==> src/rtl/stack_guard.sv <==
module stack_guard #(
  parameter int              ADDR_W  = 16,
  parameter logic [ADDR_W-1:0] SP_RST  = 16'hFC00,
  parameter logic [ADDR_W-1:0] OVL_RST = 16'hF800,
  parameter logic [ADDR_W-1:0] UNL_RST = 16'hFC00
) (
  input  logic              clk,
  input  logic              rst_n,
  input  logic              push,
  input  logic              pop,
  input  logic              wr_sp,
  input  logic              wr_ovl,
  input  logic              wr_unl,
  input  logic [ADDR_W-1:0] wr_data,
  input  logic              clr_ovf,
  input  logic              clr_unf,
  output logic [ADDR_W-1:0] ram_addr,
  output logic [ADDR_W-1:0] sp,
  output logic              ovf_trap,
  output logic              unf_trap
);
  localparam int AW1 = ADDR_W + 1;

  logic [ADDR_W-1:0] sp_q, ovl_q, unl_q;
  logic              ovf_q, unf_q;

  wire do_push = push & ~pop & ~wr_sp;
  wire do_pop  = pop & ~push & ~wr_sp;

  wire [ADDR_W-1:0] sp_dec = sp_q - ADDR_W'(2);
  wire [ADDR_W-1:0] sp_inc = sp_q + ADDR_W'(2);
  wire [ADDR_W-1:0] wdata  = {wr_data[ADDR_W-1:1], 1'b0};

  wire ovf_hit = do_push & ({1'b0, sp_q} < ({1'b0, ovl_q} + AW1'(2)));
  wire unf_hit = do_pop  & (({1'b0, sp_q} + AW1'(2)) > {1'b0, unl_q});

  always_ff @(posedge clk) begin
    if (!rst_n) begin
      sp_q  <= SP_RST & ~ADDR_W'(1);
      ovl_q <= OVL_RST & ~ADDR_W'(1);
      unl_q <= UNL_RST & ~ADDR_W'(1);
      ovf_q <= 1'b0;
      unf_q <= 1'b0;
    end else begin
      if (wr_sp)        sp_q <= wdata;
      else if (do_push) sp_q <= sp_dec;
      else if (do_pop)  sp_q <= sp_inc;
      if (wr_ovl) ovl_q <= wdata;
      if (wr_unl) unl_q <= wdata;
      ovf_q <= ovf_hit | (ovf_q & ~clr_ovf);
      unf_q <= unf_hit | (unf_q & ~clr_unf);
    end
  end

  assign ram_addr = (push & ~pop) ? sp_dec : sp_q;
  assign sp       = sp_q;
  assign ovf_trap = ovf_q;
  assign unf_trap = unf_q;
endmodule

==> config.mk <==
export PLATFORM = sky130hd
export DESIGN_NAME = stack_guard
export DESIGN_NICKNAME = d
export VERILOG_FILES = /design/src/rtl/stack_guard.sv
export SDC_FILE = /design/constraint.sdc
export NUM_CORES = 1
export LEC_CHECK = 0
export BUFFER_PORTS_ARGS = -buffer_cell sky130_fd_sc_hd__buf_2
export CORE_AREA = 2 2 115 117
export CTS_CLUSTER_SIZE = 25
export DETAILED_ROUTE_END_ITERATION = 12
export DIE_AREA = 0 0 117 119
export PLACE_DENSITY = 0.48
export SLEW_MARGIN = 10
export SYNTH_ARGS = -nofsm -noshare
export SYNTH_HDL_FRONTEND = slang
export SYNTH_SLANG_ARGS = --single-unit
==> constraint.sdc <==
create_clock -name clk -period 8.45 [get_ports clk]
set_clock_uncertainty 0.05 [all_clocks]
set_input_delay 0.4225 -clock clk [delete_from_list [all_inputs] [get_ports clk]]
set_output_delay 0.4225 -clock clk [all_outputs]
set_load 0.01 [all_outputs]
==> results_dict.tcl <==
set metrics [dict create \
    status "finished clean" \
    critical_path_endpoint_category "flip-flop" \
    grt_antenna_before_repair 0 \
    power_density_mw_per_mm2 160.8 \
    synthesized_flop_and_latch_total 47 \
    cp_num_buf_inv 0 \
    cts_hold_buffers 0 \
    synth.area.top_cells "sky130_fd_sc_hd__dfxtp_1 25%, sky130_fd_sc_hd__ha_1 11%, sky130_fd_sc_hd__mux2i_1 7.3%, sky130_fd_sc_hd__xnor2_1 6.4%, sky130_fd_sc_hd__nand2_1 4.8%" \
    detail_route.iter0.violations 208 \
    antenna_violating_nets_post_route 0 \
    rsz0062_at_grt "no" \
    clk_pin_slew_ns 0.07 \
    insertion_delay_ns 0.30 \
    reg2regPathDepth 9 \
    floorplan.die.width_um 117 \
    timing.setup.critical_path_class "reg2reg" \
    stdcell_count 673 \
    syn2layout_area_growth_pct 14.25 \
    floorplan.initialDensity 0.2892 \
    critical-path-max-stage-delay_ns 0.82 \
    power.net_switching_mw 0.2235 \
    globalRouteOverflowTotal 0 \
    crit_path_cell_trace "nand3_2 -> or4_1 -> xnor2_1 -> ha_1 -> nand3_1 -> or4_1 -> a31o_1 -> a31oi_1 -> a311oi_1" \
    post-synth-top-count-cell "sky130_fd_sc_hd__nand2_1" \
    detailed_place_hpwl_um 8520 \
    final-hold-violation-count 0 \
    layout_worst_path_cycle_share 0.4201 \
    dominantRegCellSynth "sky130_fd_sc_hd__dfxtp_1" \
    cts_made_buffers 5 \
    hold_path_stages 3 \
    worst_pin_slew_ns 0.8108 \
    yosys_top_cell_area_share 0.2527 \
    cpLargestDelayFamily "simple AND/OR/NAND/NOR gates" \
    pleak_nw 1.787 \
    htree_num_levels 2 \
    final.min_clock_period_ns 3.550 \
    tritoncts "built" \
    hold_path_class "in2reg" \
    yosysUniqueCellTypes 59 \
    floorplan.rows 42 \
    holdWs_ns 0.3283 \
    power_report.internal_total_mw 0.4608 \
    ys_async_sr_fraction 0 \
    totalNegativeSetupSlack_ns 0 \
    relSlewSlack 0.4553 \
    power.ir.vdd_worst_uv 69.02 \
    postSynthCellCount 464 \
    drt_pre_antenna_iters 5 \
    yosysWarnings 0 \
    layout.core_utilization 0.3304 \
    drc_errors 0 \
    hold_path_startpoint "wr_data[14]" \
    layout.nets 553 \
    gpl.final_weighted_congestion 0.9324 \
    flop_pwr_share 0.394 \
    grt_usage 0.1671 \
    crit_top_cell "sky130_fd_sc_hd__or4_1" \
    clock_power_share 0.346 \
    synth_edf_count 0 \
    grt_pass1_wl_um 17890 \
    timing.final.setup_violations 0 \
    required_ns 8.56 \
    detail_route.wirelength_um 11330 \
    drt_via_density 5.111 \
    num_antenna_cells 0 \
    synthesis.area_mm2 0.003724 \
    wl_per_cell_um 16.83 \
    placed_cells 665 \
    crit_path_max_fanout 17 \
    clock_path_buffers 2 \
    worst_setup_path_start_kind "flip-flop" \
    synth-seq-area-share 0.2527 \
    die-height_um 119 \
    max_cap_violations 0 \
    crit_arrival_ns 3.66 \
    yosys.area.top_type "sky130_fd_sc_hd__dfxtp_1" \
    die-area_mm2 0.01392 \
    core_region_area_mm2 0.01287 \
    synth_area_per_cell_um2 8.025 \
    dr_total_vias 3440 \
    final_layout_size_suffix_gt1_frac 0.1509 \
    switching_share 0.3266 \
    worstSetupStartpoint "sp[3]$_SDFFE_PN0P_" \
    cts_resized 0 \
    ios 59 \
    regToRegStartpoint "sp[3]$_SDFFE_PN0P_" \
    post_cts_repair_timing_setup_buffer_count 0 \
    portBuffers 55 \
    crit_slowest_cell "sky130_fd_sc_hd__dfxtp_1" \
    pin_count_of_the_biggest_net_entering_global_routing 24 \
    power.share.combinational 0.259 \
    critical_path_cell_count 9 \
    numClockSinks 47 \
    report.final.slew_viol_count 0 \
    synthTopCellsByCount "48 x sky130_fd_sc_hd__nand2_1, 47 x sky130_fd_sc_hd__dfxtp_1, 44 x sky130_fd_sc_hd__nor2_1" \
    maxClockFrequency_ghz 0.2817 \
    number_of_global_route_vias_before_repair 3285 \
    power_mw 0.6842 \
    root_buffer "sky130_fd_sc_hd__clkbuf_16" \
]
-- stage by stage --
step / area, um^2 / setup slack, ns
after floorplan: 3727 / 5.409
after global placement: 4080 / 4.994
after detailed placement: 4080 / 4.940
after CTS: 4254 / 4.914
after global routing: 4254 / 4.693
final: 4254 / 4.900
-- worst reg2reg max path, cell delays in order (launching register included) --
cell and delay, ns:
sky130_fd_sc_hd__dfxtp_1 0.82, sky130_fd_sc_hd__nand3_2 0.33, sky130_fd_sc_hd__or4_1 0.64, sky130_fd_sc_hd__xnor2_1 0.16
sky130_fd_sc_hd__ha_1 0.31, sky130_fd_sc_hd__nand3_1 0.11, sky130_fd_sc_hd__or4_1 0.54, sky130_fd_sc_hd__a31o_1 0.20
sky130_fd_sc_hd__a31oi_1 0.17, sky130_fd_sc_hd__a311oi_1 0.08
-- routing by layer --
layer  up-vias  track usage  share of wire
met5         -            0              0
met1      1634       0.2293           0.47
met2        97       0.2753           0.47
li1       1697            -              -
met4         0      0.03750          0.011
met3        12      0.02494          0.051
-- cells by family after synthesis --
group,Yosys count,share of synthesized area
other,1,0.001007
adder cells (fa/ha/maj),32,0.1075
AND/OR/NAND/NOR,175,0.2453
flip-flops,47,0.2527
buffers and inverters,56,0.06452
AO/OA/AOI/OAI,80,0.1475
XOR/XNOR,45,0.1058
multiplexers,28,0.07560
-- final cells by class --
cell class | count | area, um^2
Multi-Input combinational cell | 362 | 2546
Clock buffer | 6 | 138.9
Inverter | 24 | 90.09
Sequential cell | 47 | 940.9
Clock inverter | 2 | 35.03
Fill cell | 1401 | 8621
Tap cell | 176 | 220.2
Timing Repair Buffer | 56 | 282.8
-- power by group through the flow --
stage,registers (mW),clock network [mW],logic [mW]
2_1_floorplan,0.258,0,0.134
3_3_place_gp,0.274,0,0.174
3_5_place_dp,0.274,0,0.177
4_1_cts,0.270,0.243,0.178
5_1_grt,0.274,0.252,0.199
6_report,0.270,0.237,0.177
-- state kept, by name (all words and copies together) (netlist names) --
register  count
sp           15
unl_q        15
unf_trap      1
ovf_trap      1
ovl_q        15
-- cells in the final DEF (no fill, tap or decap), drive strengths merged, types with 4 or more instances in the layout --
master,instances
clkbuf,6
inv,23
o21a,7
a21oi,16
nor4,7
o21ai,10
a21o,4
buf,56
o31ai,7
nor2b,5
nand2,48
ha,32
xor2,18
a31oi,5
and2,4
nor2,44
and4,7
nor3,18
a211oi,7
or4,4
o211ai,10
nand4,10
nand3,14
dfxtp,47
mux2i,27
xnor2,27
-- path summary, 6_finish.rpt --
| path | endpoint | slack (ns) |
|---|---|---|
| hold / removal | ovl_q[14]$_SDFFE_PN1P_ | 0.33 |
| setup reg to reg | unf_trap$_SDFF_PN0_ | 4.90 |
| setup / recovery | unf_trap$_SDFF_PN0_ | 4.90 |
| hold reg to reg | unl_q[12]$_SDFFE_PN1P_ | 0.44 |
No activity file was read; power rests on OpenSTA's default activity.
